File: src/rtl/mm_pkg.sv
package mm_pkg;

    localparam int INSN_W = 6;
    localparam logic [INSN_W-1:0] INSN_ADVANCE = 6'b011011;

    typedef enum logic [1:0] {
        ACT_HOLD    = 2'd0,
        ACT_LOAD    = 2'd1,
        ACT_ADVANCE = 2'd2
    } mm_action_e;

    function automatic logic is_advance(input logic [INSN_W-1:0] code,
                                        input logic valid,
                                        input logic half);
        return valid && (code == INSN_ADVANCE) && !half;
    endfunction

endpackage

File: src/rtl/mm_first_set.sv
module mm_first_set #(
    parameter int N  = 16,
    parameter int AW = (N > 1) ? $clog2(N) : 1
) (
    input  logic [N-1:0]  vec,
    output logic [N-1:0]  onehot,
    output logic [AW-1:0] addr,
    output logic          any,
    output logic          more
);

    logic [N:0] below;

    assign below[0] = 1'b0;

    for (genvar g = 0; g < N; g++) begin : g_scan
        assign onehot[g]  = vec[g] & ~below[g];
        assign below[g+1] = below[g] | vec[g];
    end

    always_comb begin
        addr = '0;
        for (int i = 0; i < N; i++) begin
            if (onehot[i]) addr = addr | AW'(i);
        end
    end

    assign any  = below[N];
    assign more = |(vec & ~onehot);

endmodule

File: src/rtl/mm_action_decode.sv
module mm_action_decode
    import mm_pkg::*;
(
    input  logic              cmp_load,
    input  logic              insn_valid,
    input  logic [INSN_W-1:0] insn,
    input  logic              half_sel,
    input  logic              chain_in_n,
    input  logic              has_hit,
    output mm_action_e        action
);

    always_comb begin
        if (cmp_load) begin
            action = ACT_LOAD;
        end else if (is_advance(insn, insn_valid, half_sel) && chain_in_n && has_hit) begin
            action = ACT_ADVANCE;
        end else begin
            action = ACT_HOLD;
        end
    end

endmodule

File: src/rtl/mm_hit_store.sv
module mm_hit_store
    import mm_pkg::*;
#(
    parameter int N = 16
) (
    input  logic          clk,
    input  logic          rst,
    input  mm_action_e    action,
    input  logic [N-1:0]  load_vec,
    input  logic [N-1:0]  retire_mask,
    output logic [N-1:0]  hits
);

    always_ff @(posedge clk) begin
        if (rst) begin
            hits <= '0;
        end else begin
            unique case (action)
                ACT_LOAD:    hits <= load_vec;
                ACT_ADVANCE: hits <= hits & ~retire_mask;
                default:     hits <= hits;
            endcase
        end
    end

endmodule

File: src/rtl/mm_resolver.sv
module mm_resolver
    import mm_pkg::*;
#(
    parameter int ENTRIES = 16,
    localparam int AW = (ENTRIES > 1) ? $clog2(ENTRIES) : 1
) (
    input  logic               clk,
    input  logic               rst,
    input  logic               cmp_load,
    input  logic [ENTRIES-1:0] match_vec,
    input  logic               insn_valid,
    input  logic [INSN_W-1:0]  insn,
    input  logic               half_sel,
    input  logic               chain_in_n,
    output logic [AW-1:0]      match_addr,
    output logic               match_flag_n,
    output logic               multi_flag,
    output logic               chain_out_n
);

    logic [ENTRIES-1:0] hits;
    logic [ENTRIES-1:0] head;
    logic               any_hit;
    logic               many_hit;
    mm_action_e         action;

    mm_first_set #(.N(ENTRIES), .AW(AW)) i_enc (
        .vec    (hits),
        .onehot (head),
        .addr   (match_addr),
        .any    (any_hit),
        .more   (many_hit)
    );

    mm_action_decode i_dec (
        .cmp_load   (cmp_load),
        .insn_valid (insn_valid),
        .insn       (insn),
        .half_sel   (half_sel),
        .chain_in_n (chain_in_n),
        .has_hit    (any_hit),
        .action     (action)
    );

    mm_hit_store #(.N(ENTRIES)) i_store (
        .clk         (clk),
        .rst         (rst),
        .action      (action),
        .load_vec    (match_vec),
        .retire_mask (head),
        .hits        (hits)
    );

    assign match_flag_n = ~any_hit;
    assign multi_flag   = many_hit;
    assign chain_out_n  = chain_in_n & ~any_hit;

endmodule

File: config.mk
export PLATFORM = sky130hd
export DESIGN_NAME = mm_resolver
export DESIGN_NICKNAME = d
export VERILOG_FILES = /design/src/rtl/mm_pkg.sv /design/src/rtl/mm_first_set.sv /design/src/rtl/mm_action_decode.sv /design/src/rtl/mm_hit_store.sv /design/src/rtl/mm_resolver.sv
export SDC_FILE = /design/constraint.sdc
export NUM_CORES = 1
export LEC_CHECK = 0
export BUFFER_PORTS_ARGS = -buffer_cell sky130_fd_sc_hd__clkbuf_2
export CORE_UTILIZATION = 55
export CTS_CLUSTER_SIZE = 14
export DETAILED_ROUTE_END_ITERATION = 8
export GPL_ROUTABILITY_DRIVEN = 0
export PLACE_DENSITY = 0.93
export SLEW_MARGIN = 20
export SYNTH_ARGS = -nofsm -noshare
export SYNTH_HDL_FRONTEND = slang
export SYNTH_SLANG_ARGS = --single-unit
export TNS_END_PERCENT = 1
File: constraint.sdc
create_clock -name clk -period 5.3 [get_ports clk]
set_clock_uncertainty 0.2 [all_clocks]
set_input_delay 1.06 -clock clk [delete_from_list [all_inputs] [get_ports clk]]
set_output_delay 1.06 -clock clk [all_outputs]
set_load 0.005 [all_outputs]
Word-level counts from Yosys, hierarchy flattened
Cells that the tools add are included.

storage, ports and cells
  flip-flop bits (word level) = 16
  input port bits = 28
  output and inout port bits = 7
  logic and storage cells = 78

cells by class
  equal/unequal tests = 3
  mux-type cells = 18
  bitwise logic cells = 49
  reduce and logical (&&, ||, !) cells = 7

operators by type and width
  operator                                       number
  two-way mux 4 bit                              8
  one-hot mux 16 bit (2 select lines)            1
  bitwise AND 1 bit                              16
  bitwise AND 16 bit                             1
  inverter 1 bit                                 16
  inverter 16 bit                                1
  OR reduction 16 bit                            1
  OR 1 bit                                       15
  two-way mux 3 bit                              4
  two-way mux 2 bit                              4
  == test 6 x 5 -> 1 bit, second input constant  1
  logical AND 1 bit                              4
  == test 2 x 1 -> 1 bit, second input constant  1
  == test 2 bit, second input constant           1
  nonzero test 2 bit                             1
  zero test 1 bit                                1
  two-way mux 1 bit                              1

Logic depth before layout (Yosys ltp)
Gate-level depths: netlist of the first run.

  depth in word-level cells = 20
  depth in mapped cells = 6
  depth with buffers taken out = 4

Hierarchy
Synthesis of the first run repeated with hierarchy kept, for this count alone.

second synthesis, totals
  cells, all modules = 165
  area, all modules = 1260.0 um^2

by module, submodules not included
  module            instances  cells each  area an instance (um^2)  sequential area each (um^2)
  mm_hit_store      1          88          765.7                    320.3
  mm_first_set      1          70          440.4                    0.0
  mm_action_decode  1          5           43.8                     0.0
  mm_resolver       1          2           10.0                     0.0

Worst setup path before layout of the first run
No wires, ideal clock.

  path type = register to output
  from = reg i_store.hits[0]
  to = out multi_flag
  data arrival time = 1.737 ns
  data required time = 4.040 ns
  setup slack = 2.303 ns
  cell stages (with the launch flop) = 6
  buffers on the path = 1
  cell sequence = dfxtp_1 buf_6 or4_4 a2111oi_0 o22ai_1 or3_1

between the ends
  longest elaborated chain between the ends = 19
  elaborated cells on any way between the ends = 47
  those cells by class = 46 x bitwise; 1 x reduce/logical

RTL lines
  element                  RTL line            source
  from (decl)              mm_hit_store.sv:11  output logic [N-1:0] hits
  from (signal assigned)   mm_hit_store.sv:19  ACT_LOAD: hits <= load_vec;
  from (signal assigned)   mm_hit_store.sv:20  ACT_ADVANCE: hits <= hits & ~retire_mask;
  from (signal assigned)   mm_hit_store.sv:21  default: hits <= hits;
  OR 1 bit (14 in series)  mm_first_set.sv:18  assign below[g+1] = below[g] | vec[g];
  inverter 1 bit           mm_first_set.sv:17  assign onehot[g] = vec[g] & ~below[g];
  bitwise AND 1 bit        mm_first_set.sv:17
  inverter 16 bit          mm_first_set.sv:29  assign more = |(vec & ~onehot);
  bitwise AND 16 bit (*)   mm_first_set.sv:29
  OR reduction 16 bit (*)  mm_first_set.sv:29
  to (decl)                mm_resolver.sv:17   output logic multi_flag,

Every way passes the cells marked *; elsewhere a longest branch is shown, timed or not.

Worst setup path in the final report of the first run
  from = reg i_store.hits[4]
  to = out match_addr[0]

between the ends
  longest elaborated chain between the ends = 14
  elaborated cells on any way between the ends = 34
  those cells by class = 11 x mux; 23 x bitwise

RTL lines
  element                                                  RTL line                                source
  OR 1 bit (*)                                             mm_first_set.sv:18
  inverter 1 bit or OR 1 bit (tied branches)               mm_first_set.sv:17, mm_first_set.sv:18
  bitwise AND 1 bit or OR 1 bit (tied branches)            mm_first_set.sv:17, mm_first_set.sv:18
  two-way mux 3 bit (tied with other cells) (3 in series)  mm_first_set.sv:24                      if (onehot[i]) addr = addr | AW'(i);
  two-way mux 4 bit (tied with other cells) (5 in series)  mm_first_set.sv:24
  two-way mux 4 bit or inverter 1 bit (tied branches)      mm_first_set.sv:24, mm_first_set.sv:17
  two-way mux 4 bit or bitwise AND 1 bit (tied branches)   mm_first_set.sv:24, mm_first_set.sv:17
  two-way mux 4 bit (*)                                    mm_first_set.sv:24
  to (decl)                                                mm_resolver.sv:15                       output logic [AW-1:0] match_addr,

Marks and branches as above.

==> qor.yml, run 1 <==
root_buffer: "clkbuf_4"
p_int_uw: 196.8
worst_pin_slew_ns: 0.5392
first_pass_iters: 4
max_stage_delay_ns: 0.68
remaining_drc_errors: 0
cellLeakagePower_nw: 0.5443
yosys.area_share.adder_pct: 2.497
dp.cells: 199
final_util_pct: 65.94
dieArea_um2: 2377
cp.depth: 5
cts_buffer_depth: 2
rows: 16
synth_compound_area_share_pct: 26.74
top_register: "i_store.hits"
power.switching_uw: 106.5
drtIter0Drc: 51
synthCells: 151
synth.distinct_cells: 44
io_buffers: 34
fin_cells: 202
startpoint_type: "flip-flop"
end_kind: "output pin"
antenna_found_initial: 0
area_growth_pct: 9.782
grt_max_degree: 27
grt_pass1_wl_mm: 5.395
seq_power_share_pct: 46.9
grt_usage_pct: 29.21
io_pins: 35
outcome: "complete, no violations"
critPathTopFamily: "simple AND/OR/NAND/NOR gates"
swShare_pct: 35.12
synth_top_family_by_area: "simple AND/OR/NAND/NOR gates"
cts_setup_buffers: 0
synth_mux_area_share_pct: 3.434
setup_slack_ns: 1.718
hold_violations: 0
top_regs: "i_store.hits x16"
vias_per_cell: 6.639
peakVddDrop_mv: 0.1516
largest_register_ffs: 16
route.vias.total: 1341
endpoint: "match_addr[0]"
dieWidth_um: 48.76
synth_nets: 179
cts.sinks: 16
p_total_uw: 303.3
ys_seq_elements: 16
cts_resized: 0
wl_per_cell_um: 15.70
hold_buffers: 0
rsz0062_at_grt: "no"
startpoint: "i_store.hits[4]"
crit_type: "reg2out"
crit_arrival_ns: 2.32
fp.coreArea_um2: 2002
cp_max_fo: 11
fin_tns_setup_ns: 0
post-place-ws_ns: 2.069
power_frac_clock_pct: 22.5
relSlewSlack_pct: 63.72
syn_area_um2: 1202
r2r-end: "i_store.hits[14]"
min_period_ns: 3.582
path_cells: "or4_1, nor4_2, o21ai_0, o311ai_1, clkbuf_2"
grt_overflow: 0
ff2ff_path_depth: 4
diodes: 0
synth_xor_area_share_pct: 0
grt_pass1_vias: 1212
holdCritPathClass: "reg2reg"
cts_buffers: 3
rr_startpoint: "i_store.hits[4]"
crit_buf_inv: 1
setup_violations: 0
fill_cells: 172
synthSimpleGateAreaFrac_pct: 29.76
antenna_left: 0
slew_viol_final: 0
syn_area_per_cell_um2: 7.963
slowest_stage: "or4_1"
p_comb_share_pct: 30.6
powerDensity_nw_per_um2: 229.8
drive_gt1_share_pct: 26.86
fin_nets: 205
fmax_mhz: 279.2
yosysWarningCount: 0
wl_mm: 3.172
dpl.hpwl_mm: 2.305
fin_crit_sh_pct: 67.58
htreeDepth: 1
die_h_um: 48.76
start_util_pct: 60.06
max_cap_viol_count: 0
clkTransAtPathRegs_ns: 0.09
r2r_slack_ns: 3.05
cp.required_ns: 4.04
ys_seq_area_share_pct: 26.64
clkLatencyLatePin_ns: 0.30
cts_tree: "done"
## worst register-to-register path, stage by stage (launching register included)
cell	delay (ns)
dfxtp_1	0.41
or4_1	0.68
nor3_4	0.27
a21oi_2	0.16
a311oi_1	0.42
## synth_stat cells (all sizes together)
cell type,count,area (um^2)
a2111oi,1,8.760
a211oi,2,15.01
a21boi,1,7.510
a21o,1,7.510
a21oi,13,68.82
a311oi,3,26.28
a31oi,4,25.02
and3,3,20.02
buf,6,52.55
clkbuf,7,56.30
dfxtp,16,320.3
inv,6,22.52
maj3,3,30.03
mux2,1,11.26
mux2i,3,30.03
nand2,14,52.55
nand2b,3,18.77
nand3,4,20.02
nand4b,1,15.01
nor2,13,48.80
nor2b,1,6.260
nor3,6,41.29
nor4,7,50.05
nor4bb,1,10.01
o211ai,5,37.54
o21ai,3,15.01
o21bai,1,7.510
o221ai,1,8.760
o22ai,3,18.77
o311ai,3,26.28
o31ai,3,22.52
o41ai,3,26.28
or2,1,6.260
or3,3,23.77
or4,5,45.04
## cell families after synthesis
family | after synthesis
compound gates | 47
fa+ha+maj | 3
buf+inv | 19
flops | 16
mux | 4
simple gates | 62
## area by class of cell
class,instances,area [um^2],share of cell area (%)
timing repair buffer,34,170.2,12.89
multi-input combinational,116,750.7,56.87
sequential,16,320.3,24.27
inverter,6,22.52,1.706
tap,27,33.78,2.559
clock buffer,3,22.52,1.706
## metrics by stage
stage	hold WS, ns	instance area [um^2]
after global routing	0.4126	1320
after global placement	0.3449	1297
after floorplan	0.3099	1202
after detailed placement	0.3556	1297
after CTS	0.3704	1320
final	0.3796	1320
## worst min-delay path by stage
stage	startpoint	to	slack (ns)	depth (start not counted)
3_5_place_dp	i_store.hits[7]	i_store.hits[7]	0.36	2
5_1_grt	i_store.hits[7]	i_store.hits[7]	0.41	2
3_3_place_gp	i_store.hits[7]	i_store.hits[7]	0.34	2
6_report	i_store.hits[7]	i_store.hits[7]	0.38	2
2_1_floorplan	i_store.hits[7]	i_store.hits[7]	0.31	2
4_1_cts	i_store.hits[7]	i_store.hits[7]	0.37	2
## routing by layer
layer / share of wire (%) / track usage (%)
met3: 10 / 4.717
met1: 38 / 36.17
met4: 3.1 / 16.18
met5: 0 / 0
met2: 48 / 47.92
## layout by cell type, fill, tap and decap left out, types with 3 or more instances in the layout
cell	netlist	routed
nor3_1	5	5
a31oi_1	4	4
maj3_1	3	3
nor4_1	6	6
o211ai_1	5	5
mux2i_1	3	3
nor2_1	13	13
o31ai_1	3	3
o41ai_1	3	3
o22ai_1	3	3
o21ai_0	3	3
a311oi_1	3	3
nand2_1	14	14
or4_1	3	3
a21oi_1	12	12
nand2b_1	3	3
inv_1	6	6
nand3_1	4	4
clkbuf_4	0	3
clkbuf_2	0	34
dfxtp_1	16	16
## power groups by stage
| stage | combinational [mW] | sequential [mW] | clock [mW] |
|---|---|---|---|
| floorplan | 0.0751 | 0.136 | 0 |
| global placement | 0.0872 | 0.143 | 0 |
| detailed placement | 0.0905 | 0.144 | 0 |
| CTS | 0.0916 | 0.141 | 0.0682 |
| global route | 0.102 | 0.144 | 0.0717 |
| finish | 0.0929 | 0.142 | 0.0681 |
(Power assumes the default switching activity.)
==> run 2: changes to the inputs <==
--- a/config.mk
+++ b/config.mk
@@ -5,12 +5,13 @@
 export SDC_FILE = /design/constraint.sdc
 export NUM_CORES = 1
 export LEC_CHECK = 0
+export ABC_AREA = 1
 export BUFFER_PORTS_ARGS = -buffer_cell sky130_fd_sc_hd__clkbuf_2
-export CORE_UTILIZATION = 55
+export CORE_UTILIZATION = 47
 export CTS_CLUSTER_SIZE = 14
 export DETAILED_ROUTE_END_ITERATION = 8
 export GPL_ROUTABILITY_DRIVEN = 0
-export PLACE_DENSITY = 0.93
+export PLACE_DENSITY = 0.85
 export SLEW_MARGIN = 20
 export SYNTH_ARGS = -nofsm -noshare
 export SYNTH_HDL_FRONTEND = slang
==> constraint.sdc (replaced) <==
create_clock -name clk -period 3 [get_ports clk]
set_clock_uncertainty 0.2 [all_clocks]
set_input_delay 0.6 -clock clk [delete_from_list [all_inputs] [get_ports clk]]
set_output_delay 0.6 -clock clk [all_outputs]
set_load 0.005 [all_outputs]
==> run 2 against run 1 <==
Worst setup slack worse by 1.5 ns. Worst hold slack worse by 0.086 ns. Combinational power up 70%. Synthesized cell count up 28%. Critical path type unchanged.
==> qor.yml, run 2 <==
outcome: "complete, no violations"
largest_register_ffs: 16  # unchanged
synthDominantCellAreaShare_pct: 25.37  # -1.3 points
drive_gt1_share_pct: 25.78  # -1.1 points
antenna_left: 0  # unchanged
holdCritPathClass: "in2reg"
yosys-top-cells-area: "dfxtp_1 (25%), nand2_1 (13%), inv_1 (8.9%)"
fin_area_um2: 1459  # +11%
r2r_slack_ns: 0.76  # -2.29 ns
end_kind: "output pin"
grt_pass1_wl_mm: 5.154  # -4.5%
grt_usage_pct: 24.65  # -4.6 points
clkLatencyLatePin_ns: 0.30  # about the same
ys_seq_elements: 16  # unchanged
powerDensity_nw_per_um2: 378.6  # +65%
hold_buffers: 0  # unchanged
cts_setup_buffers: 0  # unchanged
ff2ff_path_depth: 10  # +6
fin_crit_sh_pct: 92.88
fin_tns_setup_ns: 0  # unchanged
synthArstFlopShare_pct: 0  # unchanged
dpl_cell_area_um2: 1420  # +9.5%
drtIter0Drc: 50  # -2.0%
root_buffer: "clkbuf_4"
ys_seq_area_share_pct: 25.37  # -1.3 points
rows: 18  # +2
remaining_drc_errors: 0  # unchanged
first_pass_iters: 4  # unchanged
area_growth_pct: 15.56
top_register: "i_store.hits"
htreeDepth: 1  # unchanged
start_util_pct: 50.50  # -9.6 points
dpl.hpwl_mm: 2.243  # -2.7%
hold_violations: 0  # unchanged
whs_ns: 0.2934  # -0.08616 ns
cellLeakagePower_nw: 0.7741  # +42%
mostFrequentLayoutCell: "nand2_1"
dp.cells: 251  # +26%
max_cap_viol_count: 0  # unchanged
cp.required_ns: 2.20  # -1.84 ns
yosys.cell_count.top_type: "nand2_1"
p_total_uw: 552.4  # +82%
synthCells: 193  # +28%
worst_pin_slew_ns: 0.5304  # -0.008768 ns
wl_mm: 3.022  # -4.7%
cp_max_fo: 4  # -7
grt_pass1_vias: 1228  # +1.3%
synth_commonest_cells: "nand2_1 (43), inv_1 (30), nand3_1 (17)"
io_buffers: 34  # unchanged
yosysWarningCount: 0  # unchanged
fin_nets: 254  # +24%
cts.sinks: 16  # unchanged
grt_max_degree: 32  # +19%
setup_violations: 0  # unchanged
rr_startpoint: "i_store.hits[3]"
top_regs: "i_store.hits x16"
diodes: 0  # unchanged
cts_buffer_depth: 2  # unchanged
vias_per_cell: 5.365  # -19%
relSlewSlack_pct: 64.52  # +0.79 points
syn_area_um2: 1262  # +5.0%
wl_per_cell_um: 11.85  # -25%
slew_viol_final: 0  # unchanged
fin_cells: 255  # +26%
startpoint: "i_store.hits[3]"
peakVddDrop_mv: 0.3224  # +110%
startpoint_type: "flip-flop"
fp.coreArea_um2: 2500  # +25%
yosys.area.top_type: "dfxtp_1"
r2r-end: "i_store.hits[3]"
antenna_found_initial: 0  # unchanged
synth-edff-count: 0  # unchanged
fmax_mhz: 358.9
cts_tree: "done"
rsz0062_at_grt: "no"
final_cell_mix: "nand2_1 (43), clkbuf_2 (34), inv_1 (30), nand3_1 (17), dfxtp_1 (16)"
grt_overflow: 0  # unchanged
min_period_ns: 2.786
synth_nets: 221  # +23%
synth.distinct_cells: 32  # -27%
io_pins: 35  # unchanged
die_h_um: 53.83  # +10%
dieArea_um2: 2897  # +22%
cts_buffers: 3  # unchanged
crit_arrival_ns: 1.99  # -0.33 ns
syn_area_per_cell_um2: 6.541  # -18%
route.vias.total: 1368  # +2.0%
endpoint: "multi_flag"
clkTransAtPathRegs_ns: 0.10  # about the same
synth_flop_cell: "dfxtp_1"
dieWidth_um: 53.83  # +10%
cts_resized: 0  # unchanged
crit_type: "reg2out"
==> run 2: cell count changes after synthesis, moves of 4 or more <==
cell	previous run	this run
nand2_1	14	43
o21ai_1	0	9
nand4_1	0	4
a21oi_2	1	5
nor3_1	5	1
a31oi_1	4	0
inv_1	6	30
nand3_1	4	17
==> run 2: layout make-up <==
type	count	area, um^2
clock buffer	4	36.28
fill	254	1041
inverter	30	112.6
multi-input combinational	139	767.0
sequential	16	320.3
tap	30	37.54
timing repair buffer	36	185.2
==> run 2: cell families (layout without fill, tap and decap cells) <==
family | count (synthesis) | in the layout | synth area share, %
AOI/OAI and AO/OA | 42 | 42 | 20.32
and+or+nand+nor | 97 | 97 | 40.24
DFF | 16 | 16 | 25.37
buffers and inverters | 38 | 70 | 14.07
==> run 2: worst min-delay path by stage <==
| stage | start | to | slack [ns] | depth (start not counted) |
|---|---|---|---|---|
| after detailed placement | i_store.hits[0] | i_store.hits[0] | 0.35 | 2 |
| after global routing | rst | i_store.hits[0] | 0.29 | 2 |
| after CTS | rst | i_store.hits[0] | 0.28 | 2 |
| after floorplan | i_store.hits[0] | i_store.hits[0] | 0.31 | 2 |
| final | rst | i_store.hits[0] | 0.29 | 2 |
| after global placement | i_store.hits[0] | i_store.hits[0] | 0.34 | 2 |
==> run 2: metal layers <==
layer	vias to the layer above	track usage, %	part of all wire (%)
li1	704	-	-
met4	0	7.895	1.4
met2	48	40.74	47
met5	-	0	0
met3	6	7.062	6.7
met1	610	30.44	45
==> run 2: report_power, final <==
group          switching, mW  total [mW]  internal, mW  leakage [nW]
Sequential            0.0148       0.242         0.227         0.133
Clock                 0.0780       0.152        0.0740        0.0210
Combinational         0.0935       0.158        0.0646         0.620
==> run 2: critical path, cell delays in order, from the launching register on <==
cell and delay, ns:
dfxtp_1 0.34, nor2_1 0.18, nand2_2 0.11, nor2_4 0.16
inv_1 0.08, nor2_2 0.17, nand2_1 0.11, nand2_1 0.07
inv_1 0.05, nor4_1 0.19, nand3b_1 0.12, clkbuf_2 0.13
==> run 2: stage by stage <==
| stage | utilization [%] | setup slack, ns |
|---|---|---|
| global route | 58.36 | 0.01014 |
| detailed placement | 56.81 | 0.4934 |
| finish | 58.36 | 0.2137 |
| global placement | 56.81 | 0.5885 |
| CTS | 58.26 | 0.1349 |
| floorplan | - | 0.8303 |
==> run 3: changes to the inputs <==
--- a/config.mk
+++ b/config.mk
@@ -5,13 +5,12 @@
 export SDC_FILE = /design/constraint.sdc
 export NUM_CORES = 1
 export LEC_CHECK = 0
-export ABC_AREA = 1
 export BUFFER_PORTS_ARGS = -buffer_cell sky130_fd_sc_hd__clkbuf_2
-export CORE_UTILIZATION = 47
+export CORE_UTILIZATION = 46
 export CTS_CLUSTER_SIZE = 14
 export DETAILED_ROUTE_END_ITERATION = 8
 export GPL_ROUTABILITY_DRIVEN = 0
-export PLACE_DENSITY = 0.85
+export PLACE_DENSITY = 0.84
 export SLEW_MARGIN = 20
 export SYNTH_ARGS = -nofsm -noshare
 export SYNTH_HDL_FRONTEND = slang
==> run 3 against run 2 <==
Final cell count is 18% lower. Sequential power is 5% higher. Power is 6.4% higher. Die area is 2.6% lower. Critical endpoint unchanged. Global-route usage is 0.11 points higher.
==> qor.yml, run 3 (same netlist as run 1, synthesis figures left out) <==
setup_slack_ns: 0.03288  # -0.1808 ns
r2r_slack_ns: 0.89  # +0.13 ns
io_buffers: 34  # unchanged
start_util_pct: 48.54  # -2.0 points
peakVddDrop_mv: 0.2561  # -21%
fill_cells: 234  # -7.9%
wl_mm: 3.352  # +11%
hold_buffers: 0  # unchanged
holdCritPathClass: "in2reg"
route.vias.total: 1338  # -2.2%
cellLeakagePower_nw: 0.5724  # -26%
cts.sinks: 16  # unchanged
cp.required_ns: 2.20  # about the same
antenna_found_initial: 0  # unchanged
vias_per_cell: 6.433  # +20%
dieWidth_um: 53.13  # -1.3%
rows: 18  # unchanged
crit_type: "reg2out"
htreeDepth: 1  # unchanged
fmax_mhz: 337.0  # -6.1%
min_period_ns: 2.967  # +0.1808 ns
drive_gt1_share_pct: 34.83  # +9.1 points
io_pins: 35  # unchanged
p_total_uw: 587.8  # +6.4%
wl_per_cell_um: 16.12  # +36%
relSlewSlack_pct: 65.56  # +1.0 points
drtIter0Drc: 57  # +14%
cts_tree: "done"
dieArea_um2: 2822  # -2.6%
cts_buffer_depth: 2  # unchanged
die_h_um: 53.13  # -1.3%
mostFrequentLayoutCell: "clkbuf_2"
top_regs: "i_store.hits x16"
setup_violations: 0  # unchanged
fin_crit_sh_pct: 98.90  # +6.0 points
rsz0062_at_grt: "yes"
final_cell_mix: "clkbuf_2 (34), nand2_1 (14), nor2_1 (13), a21oi_1 (12), dfxtp_1 (10)"
clkLatencyLatePin_ns: 0.29  # about the same
grt_max_degree: 19  # -41%
worst_pin_slew_ns: 0.5118  # -0.01856 ns
crit_arrival_ns: 2.17  # +0.18 ns
top_register: "i_store.hits"
grt_overflow: 0  # unchanged
grt_pass1_wl_mm: 5.078  # -1.5%
hold_violations: 0  # unchanged
largest_register_ffs: 16  # unchanged
startpoint_type: "flip-flop"
fin_nets: 207  # -19%
dpl.hpwl_mm: 2.283  # +1.8%
outcome: "complete, no violations"
cts_buffers: 3  # unchanged
area_growth_pct: 18.63
remaining_drc_errors: 0  # unchanged
cp_max_fo: 7  # +3
end_kind: "output pin"
max_cap_viol_count: 0  # unchanged
post-place-ws_ns: 0.2225  # -0.2710 ns
slew_viol_final: 0  # unchanged
powerDensity_nw_per_um2: 412.1  # +8.8%
grt_usage_pct: 24.76  # +0.11 points
fp.coreArea_um2: 2477  # -0.90%
grt_pass1_vias: 1140  # -7.2%
antenna_left: 0  # unchanged
root_buffer: "clkbuf_4"
first_pass_iters: 4  # unchanged
diodes: 0  # unchanged
clkTransAtPathRegs_ns: 0.10  # about the same
==> run 3: cell type report <==
| cell class | instances | area, um^2 | area share, % |
|---|---|---|---|
| inverter | 6 | 22.52 | 1.579 |
| clock buffer | 4 | 36.28 | 2.544 |
| sequential | 16 | 335.3 | 23.51 |
| tap | 30 | 37.54 | 2.632 |
| timing repair buffer | 36 | 185.2 | 12.98 |
| multi-input combinational | 116 | 809.5 | 56.75 |
==> run 3: path summary, 6_finish.rpt <==
check | from | endpoint | depth (start not counted)
worst max-delay path | i_store.hits[6] | multi_flag | 5
worst min-delay path | match_vec[6] | i_store.hits[6] | 3
worst max register to register | i_store.hits[0] | i_store.hits[7] | 4
worst min register to register | i_store.hits[1] | i_store.hits[1] | 2
==> run 3: per-layer routing <==
layer	routed length, um	GRT usage [%]	up-vias
met2	1699	42.19	69
met1	1329	31.08	614
met5	0	0	-
met4	87	9.649	0
li1	-	-	639
met3	237	3.448	16
==> run 3: critical path, cell delays in order (launching register included) <==
cell	delay [ns]
dfxtp_4	0.39
or4_4	0.62
nor4_4	0.31
a211oi_1	0.06
or3_1	0.37
clkbuf_2	0.13
==> run 3: stage by stage <==
| step | hold WS [ns] | instance area, um^2 | std cells | setup TNS, ns | util (%) |
|---|---|---|---|---|---|
| after floorplan | 0.3099 | 1202 | 151 | 0 | - |
| after detailed placement | 0.3661 | 1309 | 203 | 0 | 52.83 |
| after global placement | 0.3489 | 1309 | 203 | 0 | 52.83 |
| final | 0.3269 | 1426 | 208 | 0 | 57.58 |
| after CTS | 0.3247 | 1373 | 207 | 0 | 55.40 |
| after global routing | 0.3202 | 1426 | 208 | -0.05004 | 57.58 |
==> run 3: repair_timing <==
action,4_1_cts,5_1_grt
resized for setup,7,13
endpoints found under the setup margin,3,2
endpoints found under the hold margin,0,0
pin swaps,0,8
buffers inserted,0,1
cloned,0,0
==> run 3: power breakdown <==
part | internal [mW] | leakage (nW) | switching, mW
Sequential | 0.225 | 0.135 | 0.0291
Combinational | 0.0884 | 0.416 | 0.0984
Clock | 0.0740 | 0.0210 | 0.0728
Total | 0.388 | 0.572 | 0.200
